<file path="src/rtl/drvflt_pkg.sv">
package drvflt_pkg;

  localparam int SRC_N     = 6;
  localparam int IDX_TXTMO = 0;
  localparam int IDX_BUSTO = 1;
  localparam int IDX_CONT  = 2;
  localparam int IDX_SHORT = 3;
  localparam int IDX_RXMON = 4;
  localparam int IDX_THERM = 5;

  typedef struct packed {
    logic short_f;
    logic cont_f;
  } cmp_t;

  // saturating run-length counter step
  function automatic int next_count(int cur, int lim, logic run);
    if (!run) return 0;
    if (cur >= lim) return lim;
    return cur + 1;
  endfunction

  // transmit/receive comparison at a sample point
  function automatic cmp_t eval_cmp(logic act, logic txd, logic rxd);
    cmp_t r;
    r.short_f = act & ~txd & rxd;
    r.cont_f  = act & txd & ~rxd;
    return r;
  endfunction

  // receive line must read high while the bus is recessive
  function automatic logic rxmon_bad(logic bus_rec, logic rxd);
    return bus_rec & ~rxd;
  endfunction

endpackage

</file>
<file path="src/rtl/drvflt_sync.sv">
module drvflt_sync #(
  parameter int          W       = 1,
  parameter int          STAGES  = 2,
  parameter logic [W-1:0] RST_VAL = '0
) (
  input  logic         clk,
  input  logic         rst_n,
  input  logic [W-1:0] d_i,
  output logic [W-1:0] q_o
);

  logic [W-1:0] stg_q [STAGES];

  for (genvar s = 0; s < STAGES; s++) begin : g_stage
    if (s == 0) begin : g_first
      always_ff @(posedge clk or negedge rst_n) begin
        if (!rst_n) stg_q[s] <= RST_VAL;
        else        stg_q[s] <= d_i;
      end
    end else begin : g_next
      always_ff @(posedge clk or negedge rst_n) begin
        if (!rst_n) stg_q[s] <= RST_VAL;
        else        stg_q[s] <= stg_q[s-1];
      end
    end
  end

  assign q_o = stg_q[STAGES-1];

endmodule

</file>
<file path="src/rtl/drvflt_dom_timer.sv">
module drvflt_dom_timer
  import drvflt_pkg::*;
#(
  parameter int LIMIT = 25000
) (
  input  logic clk,
  input  logic rst_n,
  input  logic dom_i,
  input  logic clr_i,
  output logic flag_o
);

  localparam int CW = $clog2(LIMIT + 1);

  logic [CW-1:0] cnt_q;
  logic          flag_q;
  logic          hit_w;

  assign hit_w = dom_i && (int'(cnt_q) == LIMIT);

  always_ff @(posedge clk or negedge rst_n) begin
    if (!rst_n) begin
      cnt_q  <= '0;
      flag_q <= 1'b0;
    end else begin
      cnt_q  <= CW'(next_count(int'(cnt_q), LIMIT, dom_i));
      flag_q <= clr_i ? 1'b0 : (flag_q | hit_w);
    end
  end

  assign flag_o = flag_q;


  cnt_sat_chk: assert property (@(posedge clk) disable iff (!rst_n)
    int'(cnt_q) <= LIMIT);


  flag_set_dom_chk: assert property (@(posedge clk) disable iff (!rst_n)
    $rose(flag_o) |-> $past(dom_i));


  flag_clr_chk: assert property (@(posedge clk) disable iff (!rst_n)
    clr_i |=> !flag_o);

endmodule

</file>
<file path="src/rtl/drvflt_cmp.sv">
module drvflt_cmp
  import drvflt_pkg::*;
#(
  parameter int DLY = 25
) (
  input  logic clk,
  input  logic rst_n,
  input  logic txd_i,
  input  logic rxd_i,
  input  logic act_i,
  output cmp_t flags_o
);

  localparam int DW = $clog2(DLY + 1);

  logic          txd_prev_q;
  logic [DW-1:0] dcnt_q;
  logic          edge_w;
  logic          strobe_w;
  cmp_t          flags_q;

  assign edge_w   = txd_i ^ txd_prev_q;
  assign strobe_w = (dcnt_q == DW'(1));

  always_ff @(posedge clk or negedge rst_n) begin
    if (!rst_n) begin
      txd_prev_q <= 1'b1;
      dcnt_q     <= '0;
      flags_q    <= '0;
    end else begin
      txd_prev_q <= txd_i;
      if (edge_w)              dcnt_q <= DW'(DLY);
      else if (dcnt_q != '0)   dcnt_q <= dcnt_q - 1'b1;
      if (strobe_w)            flags_q <= eval_cmp(act_i, txd_i, rxd_i);
    end
  end

  assign flags_o = flags_q;


  cmp_hold_chk: assert property (@(posedge clk) disable iff (!rst_n)
    !$stable(flags_o) |-> $past(strobe_w));


  cmp_excl_chk: assert property (@(posedge clk) disable iff (!rst_n)
    !(flags_o.short_f && flags_o.cont_f));

endmodule

</file>
<file path="src/rtl/drv_fault_supervisor.sv">
module drv_fault_supervisor
  import drvflt_pkg::*;
#(
  parameter int SYNC_STAGES = 2,
  parameter int TXD_LIMIT   = 25000,
  parameter int BUS_LIMIT   = 25000,
  parameter int SAMPLE_DLY  = 25
) (
  input  logic             clk,
  input  logic             rst_n,
  input  logic             txd_i,
  input  logic             rxd_i,
  input  logic             bus_rec_i,
  input  logic             therm_i,
  input  logic             cs_i,
  input  logic             tx_act_i,
  output logic             fault_o,
  output logic             fault_n_o,
  output logic             drv_txd_o,
  output logic [SRC_N-1:0] status_o
);

  localparam int          NIN     = 6;
  localparam logic [NIN-1:0] IN_RST = 6'b000111;

  logic [NIN-1:0] raw_w, syn_w;
  logic s_txd, s_rxd, s_bus, s_therm, s_cs, s_act;

  assign raw_w = {tx_act_i, cs_i, therm_i, bus_rec_i, rxd_i, txd_i};

  drvflt_sync #(.W(NIN), .STAGES(SYNC_STAGES), .RST_VAL(IN_RST)) u_sync (
    .clk(clk), .rst_n(rst_n), .d_i(raw_w), .q_o(syn_w)
  );

  assign {s_act, s_cs, s_therm, s_bus, s_rxd, s_txd} = syn_w;

  // transmit rising edge releases the transmit timeout
  logic txd_last_q;
  logic txd_rise_w;
  assign txd_rise_w = s_txd & ~txd_last_q;

  logic txtmo_w, bustmo_w;

  drvflt_dom_timer #(.LIMIT(TXD_LIMIT)) u_tx_tmr (
    .clk(clk), .rst_n(rst_n), .dom_i(~s_txd), .clr_i(txd_rise_w), .flag_o(txtmo_w)
  );

  drvflt_dom_timer #(.LIMIT(BUS_LIMIT)) u_bus_tmr (
    .clk(clk), .rst_n(rst_n), .dom_i(~s_bus), .clr_i(s_bus & s_cs), .flag_o(bustmo_w)
  );

  cmp_t cmp_w;

  drvflt_cmp #(.DLY(SAMPLE_DLY)) u_cmp (
    .clk(clk), .rst_n(rst_n), .txd_i(s_txd), .rxd_i(s_rxd), .act_i(s_act), .flags_o(cmp_w)
  );

  logic rxmon_q, therm_q, rpt_n_q, drv_q;
  logic [SRC_N-1:0] status_w;

  always_ff @(posedge clk or negedge rst_n) begin
    if (!rst_n) begin
      txd_last_q <= 1'b1;
      rxmon_q    <= 1'b0;
      therm_q    <= 1'b0;
    end else begin
      txd_last_q <= s_txd;
      rxmon_q    <= rxmon_bad(s_bus, s_rxd);
      therm_q    <= s_therm;
    end
  end

  always_comb begin
    status_w            = '0;
    status_w[IDX_TXTMO] = txtmo_w;
    status_w[IDX_BUSTO] = bustmo_w;
    status_w[IDX_CONT]  = cmp_w.cont_f;
    status_w[IDX_SHORT] = cmp_w.short_f;
    status_w[IDX_RXMON] = rxmon_q;
    status_w[IDX_THERM] = therm_q;
  end

  assign fault_o  = |status_w;
  assign status_o = status_w;

  always_ff @(posedge clk or negedge rst_n) begin
    if (!rst_n) begin
      rpt_n_q <= 1'b1;
      drv_q   <= 1'b1;
    end else begin
      rpt_n_q <= ~fault_o;
      drv_q   <= fault_o ? 1'b1 : s_txd;
    end
  end

  assign fault_n_o = rpt_n_q;
  assign drv_txd_o = drv_q;


  rpt_follow_chk: assert property (@(posedge clk) disable iff (!rst_n)
    1'b1 |=> (fault_n_o == !$past(fault_o)));


  drv_recessive_chk: assert property (@(posedge clk) disable iff (!rst_n)
    fault_o |=> drv_txd_o);


  therm_release_chk: assert property (@(posedge clk) disable iff (!rst_n)
    !s_therm |=> !status_o[IDX_THERM]);


  rxmon_dom_chk: assert property (@(posedge clk) disable iff (!rst_n)
    !s_bus |=> !status_o[IDX_RXMON]);

endmodule

</file>
<file path="config.mk">
export PLATFORM = sky130hd
export DESIGN_NAME = drv_fault_supervisor
export DESIGN_NICKNAME = d
export VERILOG_FILES = /design/src/rtl/drvflt_pkg.sv /design/src/rtl/drvflt_sync.sv /design/src/rtl/drvflt_dom_timer.sv /design/src/rtl/drvflt_cmp.sv /design/src/rtl/drv_fault_supervisor.sv
export SDC_FILE = /design/constraint.sdc
export NUM_CORES = 1
export LEC_CHECK = 0
export BUFFER_PORTS_ARGS = -buffer_cell sky130_fd_sc_hd__buf_2
export CORE_MARGIN = 2
export CORE_UTILIZATION = 55
export DETAILED_ROUTE_END_ITERATION = 10
export PLACE_DENSITY = 0.74
export SLEW_MARGIN = 20
export SYNTH_ARGS = -nofsm -noshare
export SYNTH_HDL_FRONTEND = slang
export SYNTH_SLANG_ARGS = --single-unit
</file>
<file path="constraint.sdc">
create_clock -name clk -period 2 [get_ports clk]
set_input_delay 0.4 -clock clk [delete_from_list [all_inputs] [get_ports clk]]
set_output_delay 0.4 -clock clk [all_outputs]
set_load 0.01 [all_outputs]
</file>
==> impl_metrics.toml, run 1 <==
[job]
drv_cap = 0

[cells_and_area]
fin_nets = 270
diodes = 0
final_common_cell = "dfrtp_1"
syn_to_final_growth_pct = 9.514
drive_gt1_share_pct = 14.45
final_cell_mix = "47 x dfrtp_1, 29 x nor2_1, 21 x nand2_1"
postLayoutCoreUtil_pct = 62.84
fillCellCount = 350

[clock_tree]
cts_resized = 0
clock-sinks = 56
cts_tree = "done"
cts.clk_slew.worst_paths_ns = 0.10
cts_buffer_depth = 2
clock_latency_ns = 0.31
cts_setup_buffers = 0
h-tree-depth = 2
cts_made_buffers = 5
root_buffer = "clkbuf_8"
hold_buffers = 0

[synth]
synth_edf_count = 0
synth-async-reset-ratio_pct = 100.0
ys_ff_latch = 56
synth_top_cell_area_share_pct = 47.07
syn_area_per_cell_um2 = 10.45
yosysSeqAreaShare_pct = 56.53
synth_area_leader_cell = "dfrtp_1"
synthFlopType = "dfrtp_1"
synth.distinct_cells = 36
syn-cell-area_mm2 = 0.002499
yosysWarnings = 0
synthTopCellsByArea = "dfrtp_1 47%, dfstp_2 9.5%, xnor2_1 4.9%"
syn-num-nets = 254
syn_inst = 239

[pwr]
power.density_mw_per_mm2 = 884.9
vdd_drop_max_v = 0.0006577
leakage_nw = 1.226

[critical_path]
cp.depth = 3
ff2ff_path_depth = 3
worst_path_largest_cell_delay_ns = 0.44
crit_start = "u_bus_tmr.flag_o$_DFF_PN0_"
cp_max_fo = 4
critPathTopFamily = "simple AND/OR/NAND/NOR gates"
startpoint_type = "register"
cp-end-kind = "output pin"
worst-path-buf-inv = 1
r2r-start = "u_tx_tmr.cnt_q[11]$_DFF_PN0_"
critPathKind = "reg -> out"
critPathSlowestCell = "dfrtp_1"
cp.arrival_ns = 1.40
worstPathCellList = "nor4_1, nand2_1, buf_2"
crit_required_ns = 1.60

[route]
via_count = 1676
drc = 0
post_drt_wl_per_cell_um = 13.90
drt_iter0_drc = 121
postRouteAntennaNets = 0
wirelength_um = 4281
drt-vias-per-instance = 5.442
drtPass1Iterations = 4

[timing]
tns_ns = 0
hold_violations = 0
fin_crit_ns = 1.797
worstMarginPinSlew_ns = 0.4288
finalClockSkew_ns = 0.01050
min_period_over_period_pct = 89.83
rsz0062_at_grt = "no"
slew_viol_final = 0
max_freq_ghz = 0.5566
setup_violations = 0
slew_headroom_pct = 71.11

[floorplanning]
io_pins = 17
start_util_pct = 57.39
fp.coreArea_mm2 = 0.004354
rows = 24
die_h_um = 71.40
dieWidth_um = 71.40
die_area_mm2 = 0.005098

[grt]
grt_max_degree = 57
grt_usage_pct = 19.66
overflow = 0
grt_first_pass_wirelength_um = 7707
grt_pass1_vias = 1733
grt_antenna_before_repair = 0

[min_path]
hold_class = "in -> async"

[placement]
port_buffers = 16
place.gp.congestion = 0.8366
place_hpwl_um = 3009

[run_status]
status = "finished clean"
final cells by class:
| class | instances | area, um^2 | area share [%] |
|---|---|---|---|
| Sequential cell | 56 | 1413 | 51.62 |
| Multi-Input combinational cell | 159 | 965.9 | 35.30 |
| Timing Repair Buffer | 17 | 100.1 | 3.658 |
| Clock buffer | 6 | 72.57 | 2.652 |
| Tap cell | 52 | 65.06 | 2.378 |
| Clock inverter | 2 | 60.06 | 2.195 |
| Inverter | 16 | 60.06 | 2.195 |
final timing paths:
path                                                 to  slack (ns)
min in group clk              u_sync.stg_q[8]$_DFF_PN1_        0.17
max in group asynchronous     u_sync.stg_q[6]$_DFF_PN1_        1.63
min                        u_bus_tmr.cnt_q[9]$_DFF_PN0_        0.08
max                                             fault_o        0.20
max reg2reg                 u_tx_tmr.cnt_q[3]$_DFF_PN0_        0.31
min reg2reg                     u_sync.q_o[3]$_DFF_PN0_        0.36
layer usage:
metal  up-vias  track usage, %  share of wire (%)
met5         -               0                  0
met4         0           7.547                1.6
met3         7           4.641                4.0
met2        43           30.14                 46
met1       793           27.48                 49
li1        833               -                  -
cell usage after synthesis (all sizes together) (2+ instances only):
cell type   n
clkbuf      2
nand2b      2
nand2      21
and3        5
or4         3
buf         6
nor3b       2
nand3      16
dfstp       9
o31a        2
a21oi       8
nand4       4
nor3        7
inv        16
ha          7
nor4        5
xnor2      14
o31ai       3
a31oi       2
nor2b       2
nor2       29
dfrtp      47
xor2        9
o21ai       8
registers in the layout, indices dropped and copies added (netlist names):
signal	cells
rxmon_q	1
u_bus_tmr.flag_o	1
u_tx_tmr.cnt_q	15
u_sync.q_o	6
fault_n_o	1
u_cmp.dcnt_q	5
u_bus_tmr.cnt_q	15
u_tx_tmr.flag_o	1
u_cmp.txd_prev_q	1
therm_q	1
u_sync.stg_q	6
u_cmp.flags_o	2
drv_txd_o	1
stage by stage:
| step | hold WS (ns) | area [um^2] | worst slack, ns | std cells | power, mW |
|---|---|---|---|---|---|
| final | 0.07679 | 2736 | 0.2034 | 308 | 2.421 |
| after global routing | 0.09819 | 2736 | 0.1387 | 308 | 2.551 |
| after CTS | 0.07673 | 2736 | 0.1846 | 308 | 2.442 |
| after detailed placement | 0.3358 | 2604 | 0.3484 | 300 | 1.591 |
| after global placement | 0.3322 | 2604 | 0.4006 | 300 | 1.578 |
| after floorplan | 0.1044 | 2499 | 0.4944 | 239 | 1.499 |
power breakdown:
| part | total (mW) | internal [mW] | switching, mW | leakage (nW) |
|---|---|---|---|---|
| registers | 1.33 | 1.22 | 0.103 | 0.710 |
| clock network | 0.855 | 0.500 | 0.355 | 0.0654 |
| logic | 0.239 | 0.111 | 0.128 | 0.451 |
cells by family after synthesis:
family / count (synthesis) / synth area share (%)
and+or+nand+nor: 99 / 19.33
DFF: 56 / 56.54
AOI/OAI and AO/OA: 29 / 7.362
buffers and inverters: 24 / 4.807
xor gates and xnor gates: 23 / 8.062
adders and majority gates: 7 / 3.505
muxes: 1 / 0.4006
Note: power is estimated with default switching activity, not from simulation.
==> run 2: changes to the inputs <==
Settings changed: BUFFER_PORTS_ARGS -buffer_cell sky130_fd_sc_hd__buf_2 to default, DONT_BUFFER_PORTS from default to 1, PLACE_DENSITY 0.74 to 0.7.
==> run 2 against run 1 <==
Compared with the run above: combinational power down 9.2%; critical path depth unchanged; register-to-register slack about the same; critical path type is now reg -> reg; design area down 3.8%; flip-flop and latch count unchanged; worst hold slack better by 0.0064 ns; clock-buffer cell count down 1; largest cell class unchanged; core utilization down 2.4 points; highest routed layer unchanged.
==> impl_metrics.toml, run 2 (synthesis results as in run 1) <==
[placement]
dp_slack_ns = 0.3038
place.gp.congestion = 0.8385
place_hpwl_um = 2848
placed_cells = 283
port_buffers = 0

[grt]
grt_util_met3_pct = 6.751
grt_max_degree = 57
gr-usage-met1_pct = 26.80
overflow = 0
grt_usage_pct = 18.07
grt_antenna_before_repair = 0
grt_first_pass_wirelength_um = 7224
top_usage_layer = "met1"
grtUsageMet2_pct = 25.10
grt_pass1_vias = 1521

[min_path]
hold_class = "in -> reg"
hp-start = "rxd_i"

[clock_tree]
cts_made_buffers = 5
cts_setup_buffers = 0
cts.clk_slew.worst_paths_ns = 0.10
clock-sinks = 56
h-tree-depth = 2
cts_buffer_depth = 2
cts_tree = "done"
clock_latency_ns = 0.30
root_buffer = "clkbuf_8"

[critical_path]
r2r-start = "u_tx_tmr.cnt_q[11]$_DFF_PN0_"
cp-end-kind = "register"
worst_path_largest_cell_delay_ns = 0.56
crit_path_frequent_cell = "o21ai_0"
cp.arrival_ns = 1.85
crit_required_ns = 2.16
crit_start = "u_tx_tmr.cnt_q[11]$_DFF_PN0_"
cp_max_fo = 5
critPathKind = "reg -> reg"
worstPathCellList = "or4_4, o21ai_0, o21ai_0"
critPathSlowestCell = "or4_4"
startpoint_type = "register"

[floorplanning]
fp.coreArea_mm2 = 0.004354
io_pins = 17
die_area_mm2 = 0.005098
dieWidth_um = 71.40
rows = 24
die_h_um = 71.40
start_util_pct = 57.39

[cells_and_area]
final_common_cell = "dfrtp_1"
syn_to_final_growth_pct = 5.358
final_cell_mix = "47 x dfrtp_1, 29 x nor2_1, 21 x nand2_1"
diodes = 0
stdcell_count = 293
postLayoutCoreUtil_pct = 60.46
fin_nets = 255
reg_top3 = "u_bus_tmr.cnt_q x15, u_tx_tmr.cnt_q x15"
drive_gt1_share_pct = 9.129

[timing]
fin_crit_ns = 1.689
setup_violations = 0
rsz0062_at_grt = "no"
slew_viol_final = 0
max_freq_ghz = 0.5919
slew_headroom_pct = 69.97
hold_violations = 0
finalClockSkew_ns = 0.005948
final.setup.worst_slack_ns = 0.3106
tns_ns = 0
worstMarginPinSlew_ns = 0.4457
min_period_over_period_pct = 84.47

[route]
drt_iter0_drc = 149
drtPass1Iterations = 4
wirelength_um = 4063
via_count = 1620
drc = 0
drt-vias-per-instance = 5.529
postRouteAntennaNets = 0
post_drt_wl_per_cell_um = 13.87

[pwr]
vdd_drop_max_v = 0.0005852
leakage_nw = 1.148
power_mw = 2.165
power.density_mw_per_mm2 = 822.6

[run_status]
status = "finished clean"

[job]
drv_cap = 0
run 2: final timing paths:
path | endpoint | slack, ns | cells after the start
worst max-delay path | u_tx_tmr.cnt_q[8]$_DFF_PN0_ | 0.31 | 3
worst min-delay path | u_sync.stg_q[7]$_DFF_PN1_ | 0.08 | 0
worst max register to register | u_tx_tmr.cnt_q[8]$_DFF_PN0_ | 0.31 | 3
worst min register to register | u_sync.q_o[1]$_DFF_PN1_ | 0.36 | 0
max in group asynchronous | u_sync.q_o[0]$_DFF_PN1_ | 1.10 | 2
min in group asynchronous | u_bus_tmr.cnt_q[8]$_DFF_PN0_ | 0.62 | 2
run 2: layout make-up:
cell class,count,area [um^2]
Clock inverter,3,22.52
Inverter,16,60.06
Tap cell,52,65.06
Clock buffer,5,68.82
Fill cell,341,1722
Timing Repair Buffer,2,37.54
Sequential cell,56,1413
Multi-Input combinational cell,159,965.9
run 2: per-stage QoR:
step | cell area (um^2) | hold slack [ns]
global route | 2633 | 0.05061
detailed placement | 2504 | 0.1076
finish | 2633 | 0.08323
CTS | 2633 | 0.06783
floorplan | 2499 | 0.1044
global placement | 2504 | 0.1069
run 2: power breakdown:
part | switching (mW) | leakage (nW) | internal, mW
sequential | 0.109 | 0.710 | 1.22
combinational | 0.117 | 0.389 | 0.100
clock | 0.363 | 0.0485 | 0.252
run 2: worst max-delay path: cells and delay by family (launching register included):
family / cells / cell delay [ns]
AND/OR/NAND/NOR: 1 / 0.56
flip-flops: 1 / 0.42
AO/OA/AOI/OAI: 2 / 0.58
run 2: timing repair:
item | 4_1_cts | 5_1_grt
hold buffers | 2 | 0
gates resized for setup | 0 | 0
endpoints found under the hold margin | 56 | 0
run 2: layer usage:
layer	share of wire [%]	wire, um
met5	0	0
met1	50	2016
met3	7.2	291
met4	0.66	27
met2	43	1728
==> run 3: changes to the inputs <==
Clock period 2 ns to 1.6 ns, I/O delays scaled along.
==> run 3 against run 2 <==
Compared with the run above: the run now ends with negative hold slack left; worst hold slack got worse by 0.39 ns; fmax rose by 8.2%; total power rose by 33%; sequential share of layout area fell by 3.5 points; non-clock buffer count rose by 15; register-to-register slack got worse by 0.27 ns; via count rose by 7.7%; clock skew barely moved; flip-flop and latch count did not move; combinational power rose by 45%; largest power group unchanged; highest routed layer unchanged.
==> impl_metrics.toml, run 3 (synthesis results as in run 1) <==
[cells_and_area]
postLayoutCoreUtil_pct = 64.80
final_common_cell = "dfrtp_1"
reg_top3 = "u_bus_tmr.cnt_q x15, u_tx_tmr.cnt_q x15"
final_cell_mix = "46 x dfrtp_1, 29 x nor2_1, 20 x nand2_1"
diodes = 0
drive_gt1_share_pct = 15.50
fillCellCount = 331
syn_to_final_growth_pct = 12.92
fin_nets = 272

[critical_path]
startpoint_type = "register"
cp.arrival_ns = 1.79
crit_required_ns = 1.82
critPathKind = "reg -> reg"
critPathTopFamily = "simple AND/OR/NAND/NOR gates"
cp-end-kind = "register"
r2r-start = "u_bus_tmr.cnt_q[11]$_DFF_PN0_"
cp_max_fo = 4
worst_path_largest_cell_delay_ns = 0.58
crit_start = "u_bus_tmr.cnt_q[11]$_DFF_PN0_"
worstPathCellList = "or4_4, nor4_4, a41oi_1, o22ai_1"
worst-path-buf-inv = 0
critPathSlowestCell = "or4_4"

[pwr]
p_int_mw = 2.158
power_mw = 2.883
power.density_mw_per_mm2 = 1022
p_sw_share_pct = 25.15
seq_power_share_pct = 57.2
p_sw_mw = 0.7251
vdd_drop_max_v = 0.0006747
power_frac_clock_pct = 31.9
leakage_nw = 1.232
comb_power_share_pct = 10.9

[clock_tree]
cts.clk_slew.worst_paths_ns = 0.10
cts_buffer_depth = 2
h-tree-depth = 2
root_buffer = "clkbuf_8"
clock_latency_ns = 0.30
cts_setup_buffers = 0
cts_made_buffers = 5
clock-sinks = 56
hold_buffers = 3
cts_tree = "done"

[job]
drv_cap = 0

[timing]
hold_violations = 56
setup_violations = 0
max_freq_ghz = 0.6405
final.setup.worst_slack_ns = 0.03875
slew_headroom_pct = 75.81
fin_crit_ns = 1.561
slew_viol_final = 0
finalClockSkew_ns = 0.005722
worstMarginPinSlew_ns = 0.3595
rsz0062_at_grt = "yes"
min_period_over_period_pct = 97.58
hold_slack_ns = -0.3025

[route]
drt-vias-per-instance = 5.629
drc = 0
via_count = 1745
drtPass1Iterations = 4
wirelength_um = 4353
drt_iter0_drc = 113
postRouteAntennaNets = 0
post_drt_wl_per_cell_um = 14.04

[grt]
grt_max_degree = 57
grt_antenna_before_repair = 0
overflow = 0
grt_pass1_vias = 1518
grt_first_pass_wirelength_um = 7134
grt_usage_pct = 17.70

[placement]
place.gp.congestion = 0.8495
dp_slack_ns = -0.002741
port_buffers = 0
place_hpwl_um = 2966

[floorplanning]
rows = 24
die_h_um = 71.40
fp.coreArea_mm2 = 0.004354
die_area_mm2 = 0.005098
start_util_pct = 57.39
io_pins = 17
dieWidth_um = 71.40

[min_path]
hold_class = "in -> async"

[run_status]
status = "finished with violations"
violations = "negative hold slack"
-- run 3: cell count changes in the layout (fill, tap and decap cells not counted), sizes merged --
cell	previous run	this run
buf	1	14
bufinv	0	1
dlygate4sd3	1	3
inv	17	16
o31a	2	4
-- run 3: worst paths after layout --
| check | to | cells after the start | slack (ns) |
|---|---|---|---|
| hold / removal | u_bus_tmr.cnt_q[14]$_DFF_PN0_ | 0 | -0.30 |
| min in group clk | u_sync.stg_q[10]$_DFF_PN0_ | 0 | 0.04 |
| max in group asynchronous | u_sync.stg_q[6]$_DFF_PN1_ | 0 | 1.71 |
| hold reg to reg | u_sync.q_o[4]$_DFF_PN0_ | 0 | 0.36 |
| setup / recovery | u_bus_tmr.flag_o$_DFF_PN0_ | 4 | 0.04 |
| setup reg to reg | u_bus_tmr.flag_o$_DFF_PN0_ | 4 | 0.04 |
-- run 3: metal layers --
layer	global-route usage [%]	wire (um)	part of all wire [%]	vias up
met4	3.145	23	0.53	0
met1	26.87	2116	49	849
met5	0	0	0	-
met2	25.10	1909	44	42
met3	6.188	304	7.0	4
li1	-	-	-	850
-- run 3: area by class of cell --
class | instances | area, um^2 | share of cell area [%]
clock buffer | 5 | 68.82 | 2.439
clock inverter | 3 | 47.55 | 1.685
inverter | 16 | 60.06 | 2.129
multi-input combinational | 161 | 1031 | 36.54
sequential | 56 | 1414 | 50.11
tap | 52 | 65.06 | 2.306
timing repair buffer | 17 | 135.1 | 4.789
-- run 3: repair_timing --
action / in CTS / in global routing
gates resized for setup: 1 / 8
endpoints found under the hold margin: 59 / 56
pin swaps: 1 / 7
endpoints found under the setup margin: 2 / 23
cloned: 0 / 2
-- run 3: metrics by stage --
step           cell area, um^2  cells  setup TNS [ns]
6_report                  2821    310               0
5_1_grt                   2821    310        -0.03066
4_1_cts                   2761    308               0
3_5_place_dp              2609    297       -0.002741
3_3_place_gp              2609    297               0
2_1_floorplan             2499    239               0
-- run 3: power by group through the flow --
stage / logic, mW / registers, mW / clock network [mW]
3_5_place_dp: 0.294 / 1.67 / 0
6_report: 0.314 / 1.65 / 0.921
3_3_place_gp: 0.289 / 1.67 / 0
4_1_cts: 0.300 / 1.64 / 0.952
2_1_floorplan: 0.219 / 1.66 / 0
5_1_grt: 0.361 / 1.67 / 0.998
